===== src/rtl/ccr_pkg.sv =====
package ccr_pkg;

  typedef enum logic [2:0] {
    OPC_NONE  = 3'd0,
    OPC_ADD   = 3'd1,
    OPC_ADC   = 3'd2,
    OPC_SUB   = 3'd3,
    OPC_LOGIC = 3'd4
  } op_class_e;

  typedef struct packed {
    logic v;
    logic h;
    logic n;
    logic z;
    logic c;
  } arith_flags_t;

  localparam int unsigned CCR_W    = 8;
  localparam int unsigned POS_V    = 7;
  localparam int unsigned POS_H    = 4;
  localparam int unsigned POS_I    = 3;
  localparam int unsigned POS_N    = 2;
  localparam int unsigned POS_Z    = 1;
  localparam int unsigned POS_C    = 0;
  localparam logic [1:0]  FIXED_HI = 2'b11;

endpackage


===== src/rtl/ccr_flag_calc.sv =====
module ccr_flag_calc
  import ccr_pkg::*;
#(
  parameter int unsigned DATA_W = 8,
  parameter int unsigned HC_BIT = 3
) (
  input  logic [DATA_W-1:0] opnd_a,
  input  logic [DATA_W-1:0] opnd_b,
  input  logic [DATA_W-1:0] alu_res,
  input  op_class_e         op_class,
  output arith_flags_t      flags_d,
  output arith_flags_t      flags_en
);

  localparam int unsigned MSB = DATA_W - 1;

  logic a_m, b_m, r_m;
  logic a_h, b_h, r_h;
  logic add_v, add_c, add_h;
  logic sub_v, sub_c;
  logic res_n, res_z;

  always_comb begin
    a_m = opnd_a[MSB];
    b_m = opnd_b[MSB];
    r_m = alu_res[MSB];
    a_h = opnd_a[HC_BIT];
    b_h = opnd_b[HC_BIT];
    r_h = alu_res[HC_BIT];

    add_c = (a_m & b_m) | (a_m & ~r_m) | (b_m & ~r_m);
    add_h = (a_h & b_h) | (a_h & ~r_h) | (b_h & ~r_h);
    add_v = (a_m & b_m & ~r_m) | (~a_m & ~b_m & r_m);

    sub_c = (~a_m & b_m) | (~a_m & r_m) | (b_m & r_m);
    sub_v = (a_m & ~b_m & ~r_m) | (~a_m & b_m & r_m);

    res_n = r_m;
    res_z = (alu_res == '0);
  end

  always_comb begin
    flags_d  = '0;
    flags_en = '0;
    flags_d.n = res_n;
    flags_d.z = res_z;
    unique case (op_class)
      OPC_ADD, OPC_ADC: begin
        flags_d.v = add_v;
        flags_d.h = add_h;
        flags_d.c = add_c;
        flags_en  = '1;
      end
      OPC_SUB: begin
        flags_d.v  = sub_v;
        flags_d.c  = sub_c;
        flags_en.v = 1'b1;
        flags_en.n = 1'b1;
        flags_en.z = 1'b1;
        flags_en.c = 1'b1;
      end
      OPC_LOGIC: begin
        flags_d.v  = 1'b0;
        flags_en.v = 1'b1;
        flags_en.n = 1'b1;
        flags_en.z = 1'b1;
      end
      default: begin
        flags_en = '0;
      end
    endcase
  end

  always_comb begin
    if (op_class == OPC_SUB || op_class == OPC_LOGIC)
      AST_H_ONLY_ON_ADD: assert (!flags_en.h);
    if (op_class == OPC_LOGIC)
      AST_LOGIC_KEEPS_C: assert (!flags_en.c && !flags_d.v);
  end

endmodule


===== src/rtl/ccr_mask_ctrl.sv =====
module ccr_mask_ctrl (
  input  logic clk,
  input  logic rst_n,
  input  logic rti_load,
  input  logic rti_mask,
  input  logic wr_en,
  input  logic wr_mask,
  input  logic irq_saved,
  input  logic irq_vec,
  input  logic mask_set,
  input  logic mask_clr,
  output logic mask_q
);

  logic mask_d;
  logic mask_en;

  always_comb begin
    mask_d  = mask_q;
    mask_en = 1'b0;
    if (rti_load) begin
      mask_d  = rti_mask;
      mask_en = 1'b1;
    end else if (wr_en) begin
      mask_d  = wr_mask;
      mask_en = 1'b1;
    end else if (irq_saved || mask_set) begin
      mask_d  = 1'b1;
      mask_en = 1'b1;
    end else if (mask_clr && !irq_vec) begin
      mask_d  = 1'b0;
      mask_en = 1'b1;
    end
  end

  always_ff @(posedge clk or negedge rst_n) begin
    if (!rst_n)
      mask_q <= 1'b1;
    else if (mask_en)
      mask_q <= mask_d;
  end

  AST_ENTRY_SETS_MASK: assert property (@(posedge clk) disable iff (!rst_n)
    (irq_saved && !rti_load && !wr_en) |=> mask_q);

  AST_VEC_BLOCKS_CLR: assert property (@(posedge clk) disable iff (!rst_n)
    (mask_q && irq_vec && !rti_load && !wr_en) |=> mask_q);

  AST_ONLY_CLR_DROPS: assert property (@(posedge clk) disable iff (!rst_n)
    (mask_q && !mask_clr && !rti_load && !wr_en) |=> mask_q);

  AST_CLR_DROPS: assert property (@(posedge clk) disable iff (!rst_n)
    (mask_clr && !irq_vec && !irq_saved && !mask_set && !rti_load && !wr_en) |=> !mask_q);

endmodule


===== src/rtl/ccr_unit.sv =====
module ccr_unit
  import ccr_pkg::*;
#(
  parameter int unsigned DATA_W = 8,
  parameter int unsigned HC_BIT = 3
) (
  input  logic              clk,
  input  logic              rst_n,
  input  logic [DATA_W-1:0] opnd_a,
  input  logic [DATA_W-1:0] opnd_b,
  input  logic [DATA_W-1:0] alu_res,
  input  logic [2:0]        op_class,
  input  logic              flag_upd,
  input  logic              irq_saved,
  input  logic              irq_vec,
  input  logic              mask_set,
  input  logic              mask_clr,
  input  logic              rti_load,
  input  logic [7:0]        rti_byte,
  input  logic              wr_en,
  input  logic [7:0]        wr_data,
  output logic [7:0]        ccr_q,
  output logic              irq_masked
);

  arith_flags_t alu_flags;
  arith_flags_t alu_en;
  arith_flags_t flag_q;
  arith_flags_t flag_d;
  logic         flag_ld;
  logic [7:0]   load_val;
  logic         mask_q;
  logic         unused_fixed;

  ccr_flag_calc #(
    .DATA_W (DATA_W),
    .HC_BIT (HC_BIT)
  ) u_calc (
    .opnd_a   (opnd_a),
    .opnd_b   (opnd_b),
    .alu_res  (alu_res),
    .op_class (op_class_e'(op_class)),
    .flags_d  (alu_flags),
    .flags_en (alu_en)
  );

  ccr_mask_ctrl u_mask (
    .clk       (clk),
    .rst_n     (rst_n),
    .rti_load  (rti_load),
    .rti_mask  (rti_byte[POS_I]),
    .wr_en     (wr_en),
    .wr_mask   (wr_data[POS_I]),
    .irq_saved (irq_saved),
    .irq_vec   (irq_vec),
    .mask_set  (mask_set),
    .mask_clr  (mask_clr),
    .mask_q    (mask_q)
  );

  assign load_val     = rti_load ? rti_byte : wr_data;
  assign unused_fixed = ^load_val[6:5];

  always_comb begin
    flag_d  = flag_q;
    flag_ld = 1'b0;
    if (rti_load || wr_en) begin
      flag_d.v = load_val[POS_V];
      flag_d.h = load_val[POS_H];
      flag_d.n = load_val[POS_N];
      flag_d.z = load_val[POS_Z];
      flag_d.c = load_val[POS_C];
      flag_ld  = 1'b1;
    end else if (flag_upd) begin
      if (alu_en.v) flag_d.v = alu_flags.v;
      if (alu_en.h) flag_d.h = alu_flags.h;
      if (alu_en.n) flag_d.n = alu_flags.n;
      if (alu_en.z) flag_d.z = alu_flags.z;
      if (alu_en.c) flag_d.c = alu_flags.c;
      flag_ld = |alu_en;
    end
  end

  always_ff @(posedge clk) begin
    if (flag_ld)
      flag_q <= flag_d;
  end

  assign ccr_q      = {flag_q.v, FIXED_HI, flag_q.h, mask_q, flag_q.n, flag_q.z, flag_q.c};
  assign irq_masked = mask_q;

  AST_RTI_RESTORE: assert property (@(posedge clk) disable iff (!rst_n)
    rti_load |=> (ccr_q == ($past(rti_byte) | 8'h60)));

  AST_WRITE_LOAD: assert property (@(posedge clk) disable iff (!rst_n)
    (wr_en && !rti_load) |=> (ccr_q == ($past(wr_data) | 8'h60)));

  AST_LOGIC_CLEARS_V: assert property (@(posedge clk) disable iff (!rst_n)
    (flag_upd && op_class == 3'd4 && !rti_load && !wr_en) |=> !ccr_q[POS_V]);

  AST_NOOP_HOLDS: assert property (@(posedge clk) disable iff (!rst_n)
    (!flag_upd && !rti_load && !wr_en) |=> ({ccr_q[7:4], ccr_q[2:0]} == $past({ccr_q[7:4], ccr_q[2:0]})));

endmodule


===== config.mk =====
export PLATFORM = sky130hd
export DESIGN_NAME = ccr_unit
export DESIGN_NICKNAME = d
export VERILOG_FILES = /design/src/rtl/ccr_pkg.sv /design/src/rtl/ccr_flag_calc.sv /design/src/rtl/ccr_mask_ctrl.sv /design/src/rtl/ccr_unit.sv
export SDC_FILE = /design/constraint.sdc
export NUM_CORES = 1
export LEC_CHECK = 0
export BUFFER_PORTS_ARGS = -buffer_cell sky130_fd_sc_hd__buf_2
export CORE_MARGIN = 5
export CORE_UTILIZATION = 33
export CTS_BUF_LIST = sky130_fd_sc_hd__clkbuf_4
export CTS_CLUSTER_SIZE = 25
export DETAILED_ROUTE_END_ITERATION = 16
export GPL_TIMING_DRIVEN = 1
export PLACE_DENSITY = 0.81
export SKIP_LAST_GASP = 1
export SYNTH_ARGS = -nofsm -noshare
export SYNTH_HDL_FRONTEND = slang
export SYNTH_SLANG_ARGS = --single-unit

===== constraint.sdc =====
create_clock -name clk -period 1.3 [get_ports clk]
set_clock_uncertainty 0.2 [all_clocks]
set_input_delay 0.26 -clock clk [delete_from_list [all_inputs] [get_ports clk]]
set_output_delay 0.26 -clock clk [all_outputs]
set_load 0.005 [all_outputs]

==> results.json, run 1 <==
{
  "outcome": "finished, violations left",
  "violations": "negative setup slack",
  "dieArea_sq_um": 2430,
  "dr.max_layer_used": "met4",
  "p_leak_nw": 0.401,
  "async_flop_share": 0.167,
  "diodes": 0,
  "synth_top_family_by_area": "simple AND/OR/NAND/NOR gates",
  "setup_viol_count_final": 3,
  "area_growth_pct": 67.3,
  "met2_length_um": 802,
  "routed_wl_um": 1540,
  "ys.flop_type": "edfxtp_1",
  "slowest_stage": "dfstp_2",
  "yosysWarningCount": 0,
  "core_sq_um": 1490,
  "crit_fanout": 3,
  "crit_type": "flip-flop to output port",
  "peakVddDrop_uv": 216,
  "cts_sinks": 6,
  "die_x_um": 49.3,
  "synth_compound_area_frac": 0.238,
  "ys_seq_elements": 6,
  "synth.distinct_cells": 31,
  "fmax_mhz": 745,
  "die_h_um": 49.3,
  "grt-ovfl-total": 0,
  "rows": 14,
  "drt_pass1_iterations": 3,
  "cap_violations": 0,
  "h-tree-depth": 1,
  "remaining_drc_errors": 0,
  "hold_start": "rti_byte[3]",
  "io-pin-count": 61,
  "grt_setup_unrepaired": "yes",
  "synth.avg_cell_area_sq_um": 9.09,
  "met1_length_um": 571,
  "drt_iter0_drc": 16,
  "drive_above_1_share": 0.617,
  "netlist_area_sq_um": 509,
  "r2r-start": "u_mask.mask_q",
  "max_stage_delay_ns": 0.53,
  "final_common_cell": "buf_2",
  "period_share": 1.03,
  "wl_per_cell_um": 12.5,
  "detail-route-antenna-nets": 0,
  "dp_hpwl_um": 1320,
  "synth_edf_count": 5,
  "grt_pass1_vias": 570,
  "synth-xor-area-share": 0.0344,
  "hold_viol": 0,
  "grt_pass1_wl_um": 2480,
  "num_vias": 593,
  "final_util": 0.572,
  "pre_cts_ws_ns": -0.266,
  "path_clk_slew_ns": 0.05,
  "finalNonFillerCells": 123,
  "synthAdderAreaFrac": 0.0197,
  "min_period_ns": 1.34,
  "synth_cells": 56,
  "endpoint_kind": "output port",
  "grt_antenna_before_repair": 0,
  "worstHoldPathType": "input port to flip-flop",
  "seq_area_frac_synth": 0.346,
  "gp_congestion": 0.762,
  "power_mw": 0.660,
  "start_kind": "flip-flop",
  "cp-startpoint": "u_mask.mask_q",
  "worst-path-buf-inv": 1,
  "start_util": 0.342,
  "clk_latency_ns": 0.24,
  "cp_cell_sequence": "buf_2",
  "p_per_area_nw_per_um2": 775,
  "route.met3.wl_um": 146,
  "synthMuxAreaShare": 0.0197,
  "nNetsFinal": 160,
  "final_area_sq_um": 852,
  "cts_buffers": 3,
  "grt_max_degree": 12,
  "placed_cells": 117,
  "fin_ws_ns": -0.0428,
  "clockBufferDepth": 2,
  "viasPerCell": 4.82,
  "synthSimpleGateAreaFrac": 0.253,
  "place_area_sq_um": 768,
  "clockRootBuffer": "clkbuf_4",
  "port_buffers": 42,
  "drv_slew": 0,
  "required_ns": 0.84,
  "cts_tree": "built",
  "grt_usage": 0.131,
  "crit_family": "flip-flops",
  "final_cell_mix": "40 x buf_2, 7 x buf_4, 5 x nand2_1, 5 x edfxtp_1",
  "critPathArrivalTime_ns": 0.88
}
==> registers in the layout, summed over array words and instances (netlist names) <==
register	cells
u_mask.mask_q	1
ccr_q	5
==> report_power, final <==
part / switching [mW] / leakage (nW) / internal, mW
Combinational: 0.0875 / 0.320 / 0.116
Sequential: 0.00630 / 0.0633 / 0.237
Clock: 0.0758 / 0.0184 / 0.138
==> cells by family after synthesis <==
logic type,after synthesis
DFF,6
xor gates and xnor gates,2
and+or+nand+nor,21
AOI/OAI and AO/OA,18
muxes,1
buffers and inverters,6
adders and majority gates,1
other,1
==> metal layers <==
layer | global-route usage | vias to the layer above
met5 | 0 | -
met4 | 0.0673 | 0
met3 | 0.0428 | 2
met2 | 0.212 | 26
met1 | 0.151 | 253
li1 | - | 312
==> tightest hold or removal path, delay by kind of cell <==
kind                   cells  cell delay [ns]
buffers and inverters      1             0.08
AOI/OAI and AO/OA          1             0.06
and+or+nand+nor            1             0.04
==> final timing paths <==
kind	cells past startpoint	endpoint	slack (ns)
worst max register to register	2	u_mask.mask_q	0.15
worst min-delay path	3	u_mask.mask_q	0.03
min in group asynchronous	2	u_mask.mask_q	0.28
max in group asynchronous	2	u_mask.mask_q	0.60
worst max-delay path	1	ccr_q[3]	-0.04
worst min register to register	2	u_mask.mask_q	0.67
==> metrics by stage <==
step	hold WS, ns	TNS, ns
global route	0.0567	-0.178
detailed placement	-0.00385	-1.26
floorplan	-0.0878	-0.208
global placement	-0.00745	-1.02
finish	0.0280	-0.0890
CTS	0.0229	-0.0944
==> what timing repair did <==
item | CTS | global route
endpoints found under the hold margin | 1 | 0
hold buffers | 1 | 0
endpoints found under the setup margin | 4 | 5
pin swaps | 1 | 3
resized for setup | 2 | 6
setup buffers | 0 | 1
==> synth_stat cells (2+ instances only) <==
library cell / n / area (sq um)
nor2_1: 3 / 11.3
or4_1: 2 / 15.0
nand2b_1: 3 / 18.8
a31oi_1: 2 / 12.5
o21ai_1: 4 / 20.0
nand3b_1: 2 / 15.0
edfxtp_1: 5 / 150
a21oi_1: 2 / 10.0
nand2_1: 5 / 18.8
nor2b_1: 2 / 12.5
o31ai_1: 2 / 15.0
buf_4: 3 / 22.5
a22oi_1: 2 / 15.0
xnor2_1: 2 / 17.5
==> area by class of cell <==
| cell class | instances | area (sq um) |
|---|---|---|
| inverters | 1 | 3.75 |
| multi-input cells | 45 | 325 |
| well taps | 16 | 20.0 |
| clock buffers | 4 | 30.0 |
| fillers | 132 | 637 |
| repair buffers | 51 | 297 |
| flip-flops and latches | 6 | 176 |
Note: power is estimated with default switching activity, not from simulation.
==> run 2: changes to the inputs <==
--- a/config.mk
+++ b/config.mk
@@ -5,14 +5,13 @@
 export SDC_FILE = /design/constraint.sdc
 export NUM_CORES = 1
 export LEC_CHECK = 0
-export BUFFER_PORTS_ARGS = -buffer_cell sky130_fd_sc_hd__buf_2
-export CORE_MARGIN = 5
-export CORE_UTILIZATION = 33
+export CORE_AREA = 5 5 42 44
 export CTS_BUF_LIST = sky130_fd_sc_hd__clkbuf_4
 export CTS_CLUSTER_SIZE = 25
 export DETAILED_ROUTE_END_ITERATION = 16
+export DIE_AREA = 0 0 47 49
+export DONT_BUFFER_PORTS = 1
 export GPL_TIMING_DRIVEN = 1
-export PLACE_DENSITY = 0.81
 export SKIP_LAST_GASP = 1
 export SYNTH_ARGS = -nofsm -noshare
 export SYNTH_HDL_FRONTEND = slang
==> run 2 against run 1 <==
The run now ends clean. Clock-buffer cell count is the same. Sequential power up 3%. Global-route usage decreased by 1.8 points. Worst setup slack better by 0.093 ns. Sequential share of layout area up 9.2 points.
==> results.json, run 2 (synthesis gave the netlist of run 1 again) <==
{
  "outcome": "finished, final reports clean",
  "fin_hold_ws_ns": 0.00921,
  "drt_iter0_drc": 10,
  "h-tree-depth": 1,
  "path_clk_slew_ns": 0.04,
  "grt_max_degree": 12,
  "cts_sinks": 6,
  "seqCellArea_sq_um": 176,
  "num_vias": 429,
  "area_growth_pct": 16.0,
  "crit_type": "flip-flop to output port",
  "power_mw": 0.540,
  "cts_buffers": 3,
  "nNetsFinal": 115,
  "fillCellCount": 151,
  "start_kind": "flip-flop",
  "dp_hpwl_um": 995,
  "clockBufferDepth": 2,
  "finalNonFillerCells": 78,
  "multi_input_area_sq_um": 305,
  "required_ns": 0.84,
  "min_period_ns": 1.25,
  "port_buffers": 0,
  "viasPerCell": 5.50,
  "cts_tree": "built",
  "p_leak_nw": 0.207,
  "r2r_cells": 2,
  "io-pin-count": 61,
  "diodes": 0,
  "final_area_sq_um": 591,
  "fin_ws_ns": 0.0506,
  "critPathArrivalTime_ns": 0.79,
  "drv_slew": 0,
  "postCtsHoldBufs": 4,
  "setup_viol_count_final": 0,
  "dieArea_sq_um": 2300,
  "clockRootBuffer": "clkbuf_4",
  "start_util": 0.363,
  "placed_cells": 70,
  "fmax_mhz": 800,
  "post_cts_resized": 0,
  "grt_antenna_before_repair": 0,
  "clk_latency_ns": 0.24,
  "pre_cts_ws_ns": -0.144,
  "min_path_cells": 2,
  "die_x_um": 47,
  "remaining_drc_errors": 0,
  "grt-ovfl-total": 0,
  "place_area_sq_um": 520,
  "p_per_area_nw_per_um2": 914,
  "grt_usage": 0.113,
  "hold_viol": 0,
  "wl_per_cell_um": 15.4,
  "die_h_um": 49,
  "worstHoldPathType": "input port to flip-flop",
  "grt_pass1_vias": 420,
  "largest_register_ffs": 5,
  "crit_fanout": 3,
  "detail-route-antenna-nets": 0,
  "routed_wl_um": 1200,
  "period_share": 0.961,
  "final_cell_mix": "5 x nand2_1, 5 x edfxtp_1, 4 x o21ai_1, 4 x clkbuf_4, 4 x dlygate4sd3_1",
  "r2r_slack_ns": 0.11,
  "drive_above_1_share": 0.210,
  "cts_setup_buffers": 0,
  "core_sq_um": 1400,
  "cap_violations": 0,
  "grt_setup_unrepaired": "no",
  "drt_pass1_iterations": 4,
  "gp_congestion": 0.662,
  "grt_pass1_wl_um": 1790,
  "peakVddDrop_uv": 184,
  "cp.depth": 0,
  "endpoint_kind": "output port",
  "rows": 14
}
==> run 2: cell count changes in the layout (fill, tap and decap cells not counted), sizes merged <==
cell,before,now
dlygate4sd3,1,4
buf,50,2
==> run 2: metal layers <==
metal  GRT usage  part of all wire
met1       0.124              0.40
met2       0.158              0.52
met3      0.0480             0.078
met4      0.0968                 0
met5           0                 0
==> run 2: path summary, 6_finish.rpt <==
check | endpoint | from
setup / recovery | ccr_q[3] | u_mask.mask_q
hold / removal | u_mask.mask_q | wr_en
setup reg to reg | u_mask.mask_q | u_mask.mask_q
hold reg to reg | u_mask.mask_q | u_mask.mask_q
max in group asynchronous | u_mask.mask_q | rst_n
min in group asynchronous | u_mask.mask_q | rst_n
==> run 2: area by class of cell <==
| class | count | share of cell area |
|---|---|---|
| multi-input cells | 45 | 0.517 |
| flip-flops and latches | 6 | 0.299 |
| repair buffers | 6 | 0.0932 |
| clock buffers | 4 | 0.0508 |
| well taps | 16 | 0.0339 |
| inverters | 1 | 0.00636 |
==> run 2: where the power goes <==
group | internal, mW | switching, mW
Sequential | 0.238 | 0.0123
Clock | 0.137 | 0.0643
Combinational | 0.0518 | 0.0361
==> run 2: stage by stage <==
step | TNS (ns) | util
floorplan | -0.208 | -
global route | 0 | 0.421
CTS | 0 | 0.421
global placement | -0.306 | 0.371
detailed placement | -0.348 | 0.371
finish | 0 | 0.421
==> run 3: changes to the inputs <==
--- a/config.mk
+++ b/config.mk
@@ -12,6 +12,7 @@
 export DIE_AREA = 0 0 47 49
 export DONT_BUFFER_PORTS = 1
 export GPL_TIMING_DRIVEN = 1
+export REMOVE_ABC_BUFFERS = 1
 export SKIP_LAST_GASP = 1
 export SYNTH_ARGS = -nofsm -noshare
 export SYNTH_HDL_FRONTEND = slang
==> constraint.sdc (replaced) <==
create_clock -name clk -period 1.3 [get_ports clk]
set_clock_uncertainty 0.2 [all_clocks]
set_input_delay 0.195 -clock clk [delete_from_list [all_inputs] [get_ports clk]]
set_output_delay 0.195 -clock clk [all_outputs]
set_load 0.005 [all_outputs]
==> run 3 against run 2 <==
The flow now finishes with violations (negative hold slack). Via count is 6.1% higher. Cell count increased by 3.8%. First-iteration DRC count is 50% lower. Critical path type is now input port to flip-flop. Sequential share of layout area is 2.2 points lower. Largest cell class unchanged. Hold slack lost 0.20 ns. Design area increased by 7.8%. Sequential cell count stayed put. Sequential power about the same. Core utilization rose by 3.3 points. Critical path depth is 2 higher. Global-route usage about the same. Wire length is 3.8% higher.
==> results.json, run 3 (synthesis gave the netlist of run 1 again) <==
{
  "clockRootBuffer": "clkbuf_4",
  "wl_per_cell_um": 15.4,
  "largest_register_ffs": 5,
  "area_growth_pct": 25.1,
  "r2r_cells": 2,
  "p_per_area_nw_per_um2": 865,
  "r2r-end": "u_mask.mask_q",
  "drv_slew": 0,
  "cts_buffers": 3,
  "postCtsHoldBufs": 8,
  "dieArea_sq_um": 2300,
  "cp.depth": 2,
  "fillCellCount": 148,
  "clockBufferDepth": 2,
  "cts_tree": "built",
  "diodes": 0,
  "final_cell_mix": "8 x dlygate4sd3_1, 5 x nand2_1, 5 x edfxtp_1",
  "viasPerCell": 5.62,
  "crit_fanout": 1,
  "endpoint": "ccr_q[4]",
  "cp-startpoint": "wr_data[4]",
  "cts_sinks": 6,
  "crit_family": "buffers and inverters",
  "grt-ovfl-total": 0,
  "cp_cell_sequence": "dlygate4sd3_1, a221o_1",
  "remaining_drc_errors": 0,
  "fmax_mhz": 796,
  "die_x_um": 47,
  "tns_ns": 0,
  "worst-path-buf-inv": 1,
  "detail-route-antenna-nets": 0,
  "grt_usage": 0.113,
  "io-pin-count": 61,
  "r2r-start": "u_mask.mask_q",
  "gp_congestion": 0.679,
  "peakVddDrop_uv": 304,
  "drt_pass1_iterations": 4,
  "start_util": 0.363,
  "min_path_cells": 1,
  "outcome": "finished, violations left",
  "cap_violations": 0,
  "setup_viol_count_final": 0,
  "path_clk_slew_ns": 0.05,
  "clk_latency_ns": 0.24,
  "slowest_stage": "dlygate4sd3_1",
  "die_h_um": 49,
  "r2r_slack_ns": 0.08,
  "drt_iter0_drc": 5,
  "worstHoldPathType": "input port to flip-flop",
  "crit_type": "input port to flip-flop",
  "core_sq_um": 1400,
  "violations": "negative hold slack",
  "fin_hold_ws_ns": -0.189,
  "required_ns": 1.09,
  "start_kind": "input port",
  "endpoint_kind": "flip-flop",
  "dp_hpwl_um": 1070,
  "grt_pass1_vias": 446,
  "hold_viol": 4,
  "min_period_ns": 1.26,
  "routed_wl_um": 1250,
  "num_vias": 455,
  "port_buffers": 0,
  "rows": 14,
  "grt_antenna_before_repair": 0,
  "final_common_cell": "dlygate4sd3_1",
  "grt_max_degree": 13,
  "grt_setup_unrepaired": "no",
  "drive_above_1_share": 0.169,
  "critPathArrivalTime_ns": 1.05,
  "p_leak_nw": 0.217,
  "max_stage_delay_ns": 0.54,
  "period_share": 0.967,
  "h-tree-depth": 1,
  "grt_pass1_wl_um": 1860,
  "nNetsFinal": 118
}
## run 3: cell count changes in the layout (fill, tap and decap cells not counted)
cell and delta:
nor3b_1 +1, a2111oi_4 +1, maj3_2 -1, buf_4 -1, nor3b_2 -1, maj3_1 +1, dlygate4sd3_1 +4, o31ai_2 +1
or4_4 -1, a2111oi_0 -1, o31ai_1 -1, or4_1 +1
## run 3: how the worst min path moves through the flow
stage	startpoint	to	slack [ns]
floorplan	rst_n	u_mask.mask_q	-0.15
global placement	rst_n	u_mask.mask_q	-0.15
detailed placement	rst_n	u_mask.mask_q	-0.15
CTS	rti_load	u_mask.mask_q	-0.17
global route	rti_load	u_mask.mask_q	-0.20
finish	rti_load	u_mask.mask_q	-0.19
## run 3: power by group
group	leakage [nW]	switching, mW	internal [mW]	total, mW
clock network	0.0184	0.0666	0.137	0.204
registers	0.0633	0.0145	0.238	0.253
logic	0.135	0.0364	0.0576	0.0940
total	0.217	0.118	0.433	0.551
## run 3: cell type report
class                           instances  area (sq um)  share of cell area
Clock buffer                            4          30.0              0.0472
Multi-Input combinational cell         45           319               0.501
Tap cell                               16          20.0              0.0314
Inverter                                1          3.75             0.00589
Timing Repair Buffer                    9          87.6               0.138
Sequential cell                         6           176               0.277
## run 3: repair_timing
action / CTS / global route
endpoints found under the setup margin: 0 / 1
hold endpoints to repair: 8 / 5
buffers inserted: 0 / 0
gates resized for setup: 0 / 4
## run 3: stage by stage
stage               cell area (sq um)  std cells  utilization  setup WS [ns]  total power [mW]
global placement                  503         69        0.359         -0.137             0.324
CTS                               613         81        0.438         0.0203             0.551
floorplan                         475         52            -        -0.0827             0.310
global route                      637         81        0.454         0.0330             0.582
finish                            637         81        0.454         0.0434             0.551
detailed placement                503         69        0.359         -0.129             0.327
## run 3: routing by layer
metal | wire, um | part of all wire | GRT usage
met4 | 29 | 0.023 | 0.0691
met2 | 680 | 0.55 | 0.186
met5 | 0 | 0 | 0
met1 | 438 | 0.35 | 0.109
met3 | 97 | 0.078 | 0.0517
